$ cat src/rtl/dds_dec_pkg.sv
package dds_dec_pkg;

  // Strobes from the serial control to the register datapath.
  typedef struct packed {
    logic shiftBit;   // take one serial bit into the word shifter
    logic bitVal;     // the bit to take
    logic commit;     // a complete, well-formed word is ready
  } dds_strobe_t;

  typedef enum logic [1:0] {
    ROUTE_CTRL  = 2'b00,
    ROUTE_FREQ0 = 2'b01,
    ROUTE_FREQ1 = 2'b10,
    ROUTE_PHASE = 2'b11
  } dds_route_e;

  typedef enum logic [1:0] {
    WAVE_SINE   = 2'd0,
    WAVE_TRI    = 2'd1,
    WAVE_SQUARE = 2'd2,
    WAVE_SQHALF = 2'd3
  } dds_wave_e;

endpackage

$ cat src/rtl/dds_serial_ctrl.sv
module dds_serial_ctrl
  import dds_dec_pkg::*;
#(
  parameter int WORD_W      = 16,
  parameter int SYNC_STAGES = 2
) (
  input  logic        clk,
  input  logic        rstN,
  input  logic        spiSclk,
  input  logic        spiCsN,
  input  logic        spiMosi,
  output dds_strobe_t strb
);

  localparam int CNT_W = $clog2(WORD_W + 2);
  localparam logic [CNT_W-1:0] CNT_FULL = CNT_W'(WORD_W);
  localparam logic [CNT_W-1:0] CNT_OVER = CNT_W'(WORD_W + 1);

  logic [SYNC_STAGES-1:0] sclkSync;
  logic [SYNC_STAGES-1:0] csSync;
  logic [SYNC_STAGES-1:0] mosiSync;
  logic                   sclkPrev;
  logic                   csPrev;
  logic [CNT_W-1:0]       edgeCount;

  logic sclkNow;
  logic csNow;
  logic mosiNow;
  logic sclkFall;
  logic csRise;

  always_ff @(posedge clk or negedge rstN) begin
    if (!rstN) begin
      sclkSync <= '1;
      csSync   <= '1;
      mosiSync <= '0;
    end else begin
      sclkSync <= {sclkSync[SYNC_STAGES-2:0], spiSclk};
      csSync   <= {csSync[SYNC_STAGES-2:0], spiCsN};
      mosiSync <= {mosiSync[SYNC_STAGES-2:0], spiMosi};
    end
  end

  assign sclkNow  = sclkSync[SYNC_STAGES-1];
  assign csNow    = csSync[SYNC_STAGES-1];
  assign mosiNow  = mosiSync[SYNC_STAGES-1];
  assign sclkFall = sclkPrev & ~sclkNow;
  assign csRise   = ~csPrev & csNow;

  always_ff @(posedge clk or negedge rstN) begin
    if (!rstN) begin
      sclkPrev  <= 1'b1;
      csPrev    <= 1'b1;
      edgeCount <= '0;
      strb      <= '0;
    end else begin
      sclkPrev <= sclkNow;
      csPrev   <= csNow;
      if (csNow) begin
        edgeCount <= '0;
      end else if (sclkFall && (edgeCount != CNT_OVER)) begin
        edgeCount <= edgeCount + 1'b1;
      end
      strb.shiftBit <= sclkFall & ~csNow;
      strb.bitVal   <= mosiNow;
      strb.commit   <= csRise && (edgeCount == CNT_FULL);
    end
  end

endmodule

$ cat src/rtl/dds_reg_datapath.sv
module dds_reg_datapath
  import dds_dec_pkg::*;
#(
  parameter int WORD_W  = 16,
  parameter int FREQ_W  = 28,
  parameter int PHASE_W = 12
) (
  input  logic               clk,
  input  logic               rstN,
  input  dds_strobe_t        strb,
  output logic [FREQ_W-1:0]  freqOut0,
  output logic [FREQ_W-1:0]  freqOut1,
  output logic [PHASE_W-1:0] phaseOut0,
  output logic [PHASE_W-1:0] phaseOut1,
  output logic               freqSel,
  output logic               phaseSel,
  output logic               coreReset,
  output logic [1:0]         waveMode,
  output logic [WORD_W-1:0]  lastWord,
  output logic [1:0]         pairPend,
  output logic [1:0]         mergeMode
);

  localparam int HALF_W   = FREQ_W / 2;
  localparam int N_FREQ   = 2;
  localparam int N_PHASE  = 2;
  localparam int SEL_BIT  = HALF_W - 1;

  logic [WORD_W-1:0]  shiftReg;
  logic [FREQ_W-1:0]  freqReg  [N_FREQ];
  logic [HALF_W-1:0]  holdLo   [N_FREQ];
  logic               pend     [N_FREQ];
  logic [PHASE_W-1:0] phaseReg [N_PHASE];

  logic pairMode, coarseMode, fSelReg, pSelReg, rstReg;
  logic modeHi, modeMid, modeLo;

  dds_route_e        route;
  logic [HALF_W-1:0] payload;
  logic              ctrlHit;

  always_ff @(posedge clk or negedge rstN) begin
    if (!rstN) begin
      shiftReg <= '0;
    end else if (strb.shiftBit) begin
      shiftReg <= {shiftReg[WORD_W-2:0], strb.bitVal};
    end
  end

  assign route   = dds_route_e'(shiftReg[WORD_W-1 -: 2]);
  assign payload = shiftReg[HALF_W-1:0];
  assign ctrlHit = strb.commit && (route == ROUTE_CTRL);

  always_ff @(posedge clk or negedge rstN) begin
    if (!rstN) begin
      pairMode   <= 1'b0;
      coarseMode <= 1'b0;
      fSelReg    <= 1'b0;
      pSelReg    <= 1'b0;
      rstReg     <= 1'b0;
      modeHi     <= 1'b0;
      modeMid    <= 1'b0;
      modeLo     <= 1'b0;
    end else if (ctrlHit) begin
      pairMode   <= payload[13];
      coarseMode <= payload[12];
      fSelReg    <= payload[11];
      pSelReg    <= payload[10];
      rstReg     <= payload[8];
      modeHi     <= payload[5];
      modeMid    <= payload[3];
      modeLo     <= payload[1];
    end
  end

  // One merge engine per frequency word; each keeps its own pairing state.
  for (genvar g = 0; g < N_FREQ; g++) begin : g_freq
    localparam dds_route_e MY_ROUTE = dds_route_e'(g + 1);
    logic freqHit;
    assign freqHit = strb.commit && (route == MY_ROUTE);

    always_ff @(posedge clk or negedge rstN) begin
      if (!rstN) begin
        freqReg[g] <= '0;
        holdLo[g]  <= '0;
        pend[g]    <= 1'b0;
      end else if (ctrlHit) begin
        pend[g] <= 1'b0;
      end else if (freqHit) begin
        if (pairMode) begin
          if (!pend[g]) begin
            holdLo[g] <= payload;
            pend[g]   <= 1'b1;
          end else begin
            freqReg[g] <= {payload, holdLo[g]};
            pend[g]    <= 1'b0;
          end
        end else if (coarseMode) begin
          freqReg[g][FREQ_W-1:HALF_W] <= payload;
        end else begin
          freqReg[g][HALF_W-1:0] <= payload;
        end
      end
    end
  end

  for (genvar p = 0; p < N_PHASE; p++) begin : g_phase
    logic phaseHit;
    assign phaseHit = strb.commit && (route == ROUTE_PHASE)
                      && (shiftReg[SEL_BIT] == 1'(p));

    always_ff @(posedge clk or negedge rstN) begin
      if (!rstN) begin
        phaseReg[p] <= '0;
      end else if (phaseHit) begin
        phaseReg[p] <= shiftReg[PHASE_W-1:0];
      end
    end
  end

  always_comb begin
    if (modeHi && !modeLo) begin
      waveMode = modeMid ? WAVE_SQUARE : WAVE_SQHALF;
    end else if (modeLo && !modeHi) begin
      waveMode = WAVE_TRI;
    end else begin
      waveMode = WAVE_SINE;
    end
  end

  assign freqOut0  = freqReg[0];
  assign freqOut1  = freqReg[1];
  assign phaseOut0 = phaseReg[0];
  assign phaseOut1 = phaseReg[1];
  assign freqSel   = fSelReg;
  assign phaseSel  = pSelReg;
  assign coreReset = rstReg;
  assign lastWord  = shiftReg;
  assign pairPend  = {pend[1], pend[0]};
  assign mergeMode = {pairMode, coarseMode};

endmodule

$ cat src/rtl/dds_word_decoder.sv
module dds_word_decoder
  import dds_dec_pkg::*;
#(
  parameter int WORD_W      = 16,
  parameter int FREQ_W      = 28,
  parameter int PHASE_W     = 12,
  parameter int SYNC_STAGES = 2
) (
  input  logic               clk,
  input  logic               rstN,
  input  logic               spiSclk,
  input  logic               spiCsN,
  input  logic               spiMosi,
  output logic [FREQ_W-1:0]  freqWord0,
  output logic [FREQ_W-1:0]  freqWord1,
  output logic [PHASE_W-1:0] phaseWord0,
  output logic [PHASE_W-1:0] phaseWord1,
  output logic               freqSel,
  output logic               phaseSel,
  output logic               coreReset,
  output logic [1:0]         waveMode
);

  dds_strobe_t       strb;
  logic [WORD_W-1:0] lastWord;
  logic [1:0]        pairPend;
  logic [1:0]        mergeMode;

  dds_serial_ctrl #(
    .WORD_W      (WORD_W),
    .SYNC_STAGES (SYNC_STAGES)
  ) u_ctrl (
    .clk     (clk),
    .rstN    (rstN),
    .spiSclk (spiSclk),
    .spiCsN  (spiCsN),
    .spiMosi (spiMosi),
    .strb    (strb)
  );

  dds_reg_datapath #(
    .WORD_W  (WORD_W),
    .FREQ_W  (FREQ_W),
    .PHASE_W (PHASE_W)
  ) u_dp (
    .clk       (clk),
    .rstN      (rstN),
    .strb      (strb),
    .freqOut0  (freqWord0),
    .freqOut1  (freqWord1),
    .phaseOut0 (phaseWord0),
    .phaseOut1 (phaseWord1),
    .freqSel   (freqSel),
    .phaseSel  (phaseSel),
    .coreReset (coreReset),
    .waveMode  (waveMode),
    .lastWord  (lastWord),
    .pairPend  (pairPend),
    .mergeMode (mergeMode)
  );

endmodule

$ cat config.mk
export PLATFORM = sky130hd
export DESIGN_NAME = dds_word_decoder
export DESIGN_NICKNAME = d
export VERILOG_FILES = /design/src/rtl/dds_dec_pkg.sv /design/src/rtl/dds_serial_ctrl.sv /design/src/rtl/dds_reg_datapath.sv /design/src/rtl/dds_word_decoder.sv
export SDC_FILE = /design/constraint.sdc
export NUM_CORES = 1
export LEC_CHECK = 0
export BUFFER_PORTS_ARGS = -buffer_cell sky130_fd_sc_hd__clkbuf_2
export CAP_MARGIN = 20
export CELL_PAD_IN_SITES_DETAIL_PLACEMENT = 1
export CELL_PAD_IN_SITES_GLOBAL_PLACEMENT = 1
export CORE_UTILIZATION = 35
export DETAILED_ROUTE_END_ITERATION = 10
export HOLD_SLACK_MARGIN = 0.08
export PLACE_DENSITY = 0.72
export SLEW_MARGIN = 20
export SYNTH_ARGS = -nofsm -noshare
export SYNTH_HDL_FRONTEND = slang
export SYNTH_SLANG_ARGS = --single-unit
$ cat constraint.sdc
create_clock -name clk -period 2.85 [get_ports clk]
set_input_delay 0.285 -clock clk [delete_from_list [all_inputs] [get_ports clk]]
set_output_delay 0.285 -clock clk [all_outputs]
set_load 0.005 [all_outputs]
==> out/results.md <==
Logic synthesis
* 409 — net count after synthesis
* dfrtp_1 59%, mux2_2 30%, dfstp_2 2.6% — cells taking the most area after synthesis
* 150 — register bit total from synthesis
* dfrtp_1 — most used flip-flop cell after synthesis
* mux2_2 — top-count cell post-synth
* dfrtp_1 — area leader, netlist
* 32 — library cells used by synthesis
* 0 — Yosys warning total
* 15.3 µm² — Avg Cell Area, Syn
* 0.611 — share of the yosys chip area belonging to registers
* 0 — EDFF count, synth
* 0.586 — post-synth top area share
* 6150 µm² — Mapped Area
* 1.00 — proportion of synthesized flip-flops having asynchronous set or reset
* 164 x mux2_2, 144 x dfrtp_1, 13 x clkbuf_1 — synth cell count leaders
* 401 — count of mapped cells out of synthesis

Worst setup path
* nand4_1, mux2_2 — chain of cells forming the critical path
* flip-flop — critical path endpoint category
* u_dp.lastWord[14]$_DFFE_PN0P_ — worst r2r src
* 0.89 ns — register-to-register path setup slack
* 0.70 ns — crit-path max cell delay
* 3.15 ns — Required @ worst endpoint
* reg2reg — kind of critical path
* 12 — Worst Path Max Fanout
* simple AND/OR/NAND/NOR gates — cell family contributing the most delay on the critical path
* 2 — count of cells along the worst register-to-register path
* 0 — Critical path buffers and inverters
* nand4_1 — Slowest cell on crit path
* flip-flop — startpoint type of the worst setup path
* u_dp.phaseOut1[3]$_DFFE_PN0P_ — terminus of the critical flop-to-flop path
* 2.26 ns — data arrival time at the worst-slack endpoint

Timing
* 0 — max-slew violation count
* 509 MHz — maximum clock frequency
* 0 ns — setup TNS
* 0.496 — normalized max-slew margin
* 0.754 ns — transition at the pin with the smallest max-transition slack
* 0.00695 ns — skew final
* 1.96 ns — post-layout minimum cycle time
* 0.689 — Final Cycle Share
* false — RSZ-0062 raised after global routing
* 0 — count of final setup violators
* 0 — final hold violation count

Drt
* 4.87 — detailed-route vias per instance
* 18.3 µm — average wire per cell in the routed design
* 0 — Detail Route Antenna Nets
* 4 — number of detailed-route iterations in the first pass
* 0 — total DRC errors in the routed layout
* 156 — Iter 0 DRT Violations
* 3,550 — number of vias in the routed layout
* 13,400 µm — WL final

Placement
* 0.730 — gpl congestion
* 8900 µm — HPWL after DPL
* 693 — Post-Place Cells
* 89 — count of buffers inserted at the top-level ports

GRT
* 21,800 µm — wire length of the first global-routing pass
* 3,892 — via count of the first global-routing pass
* 0 — number of antenna violations at the first check in global routing
* 62 — pin count of the biggest net entering global routing
* 0.163 — GRT Resource Usage Total
* 0 — total overflow reported by the global router

Floorplanning
* 17,200 µm² — placeable core region
* 48 — Cell Rows
* 0.357 — starting density of the core
* 18,100 µm² — full die area
* 135 µm — chip width
* 135 µm — DIE HEIGHT
* 90 — Top Ports

Hold path
* u_ctrl.mosiSync[1]$_DFF_PN0_ — Worst Hold Launch
* reg2reg — worst min-delay path class
* 0 — Hold Crit Depth
* u_ctrl.strb[1]$_DFF_PN0_ — worst-case hold path end point

CTS
* done — CTS tree
* 4 — number of levels in the clock H-tree
* clkbuf_16 — CTS Root Buffer Type
* 0.42 ns — clock network latency to the later pin of the worst-skew pair
* 0.06 ns — clock edge transition at the registers on the reported setup and hold paths
* 150 — clock sink total
* 2 — clock buffer depth
* 17 — number of buffers created by CTS

Run
* 0 — Max Cap Viol

Layout
* 499 — nets@finish
* 0.611 — ratio of cells with drive above 1 in the final layout
* 21.7% — Area Overhead vs Synth
* 729 — Non-Filler Instances
* 0 — ant diodes
* 1,747 — fill count

Power and ir drop
* 3.82 nW — LEAKAGE
* 0.444 mV — maximum VDD drop
* 671 nW/µm² — Power Dens Cells

Outcome
* completed — status

sequential cells by signal (all words and copies together), names as in the netlist, 3 cells and up:
name and cells:
u_dp.lastWord 16, u_dp.phaseOut1 12, u_ctrl.edgeCount 5, u_ctrl.strb 3, u_dp.phaseOut0 12, u_dp.freqOut1 28
u_dp.freqOut0 28, u_dp.holdLo 28
power by group:
part / leakage, nW / total (W) / switching (W) / internal (W)
clock network: 0.307 / 0.00242 / 0.000900 / 0.00152
registers: 2.06 / 0.00238 / 0.000193 / 0.00219
logic: 1.46 / 0.000220 / 0.0000905 / 0.000130
logic make-up after synthesis:
kind of cell	share of synthesized area
simple gates	0.0384
flops	0.611
compound gates	0.0142
mux	0.302
buf+inv	0.0279
fa+ha+maj	0.00610
layout by cell type, fill, tap and decap left out, drive strengths merged:
cell type    Yosys  final
dlygate4sd3      0      4
nor4b            2      2
a31o             1      1
nand2            3      3
o21ai            3      3
mux2           164    164
bufinv           0      4
clkinv           0      3
dfrtp          144    144
dfstp            6      6
nor2            11     11
clkinvlp         0      3
nand2b           8      8
a21oi            3      3
nand3b           2      2
nor2b            6      6
mux2i            1      1
nand4b           1      1
buf             16      9
ha               3      3
a31oi            2      2
inv              4      7
a211oi           1      1
nand4            4      4
a22o             1      1
or2              1      1
clkbuf          14    107
cell type report:
class	instances	area, µm²	area share
clock buffers	19	453	0.0605
multi-input cells	217	2220	0.296
flip-flops and latches	150	3760	0.502
inverters	4	15.0	0.00201
clock inverters	13	195	0.0261
repair buffers	101	564	0.0754
well taps	225	282	0.0376
layer usage:
layer,up-vias,track usage,wire length [µm]
li1,1583,-,-
met1,1882,0.212,6080
met2,71,0.261,6660
met3,14,0.0364,396
met4,0,0.0699,237
met5,-,0,0
timing repair:
| item | CTS | global route |
|---|---|---|
| gates resized for setup | 0 | 0 |
| setup buffers | 0 | 0 |
| hold buffers | 4 | 0 |
| hold endpoints to repair | 48 | 0 |
worst max-delay path by stage:
stage,from,cells past startpoint,slack [ns],endpoint
2_1_floorplan,u_dp.pairMode$_DFFE_PN0P_,5,1.21,u_dp.freqOut0[10]$_DFFE_PN0P_
3_3_place_gp,u_dp.lastWord[13]$_DFFE_PN0P_,2,0.91,u_dp.phaseOut0[3]$_DFFE_PN0P_
3_5_place_dp,u_dp.lastWord[14]$_DFFE_PN0P_,3,0.86,u_dp.holdLo[25]$_DFFE_PN0P_
4_1_cts,u_dp.lastWord[14]$_DFFE_PN0P_,2,0.83,u_dp.phaseOut1[3]$_DFFE_PN0P_
5_1_grt,u_dp.lastWord[14]$_DFFE_PN0P_,2,0.71,u_dp.phaseOut1[3]$_DFFE_PN0P_
6_report,u_dp.lastWord[14]$_DFFE_PN0P_,2,0.89,u_dp.phaseOut1[3]$_DFFE_PN0P_
per-stage QoR:
stage / power (W) / utilization / hold WS [ns] / setup WS, ns / instance area, µm²
after floorplan: 0.00248 / - / -0.0106 / 1.21 / 6150
after global placement: 0.00262 / 0.395 / 0.259 / 0.910 / 6800
after detailed placement: 0.00264 / 0.395 / 0.268 / 0.864 / 6800
after CTS: 0.00509 / 0.434 / 0.357 / 0.827 / 7490
after global routing: 0.00522 / 0.434 / 0.362 / 0.707 / 7490
final: 0.00503 / 0.434 / 0.354 / 0.887 / 7490
No activity file was read; power rests on OpenSTA's default activity.
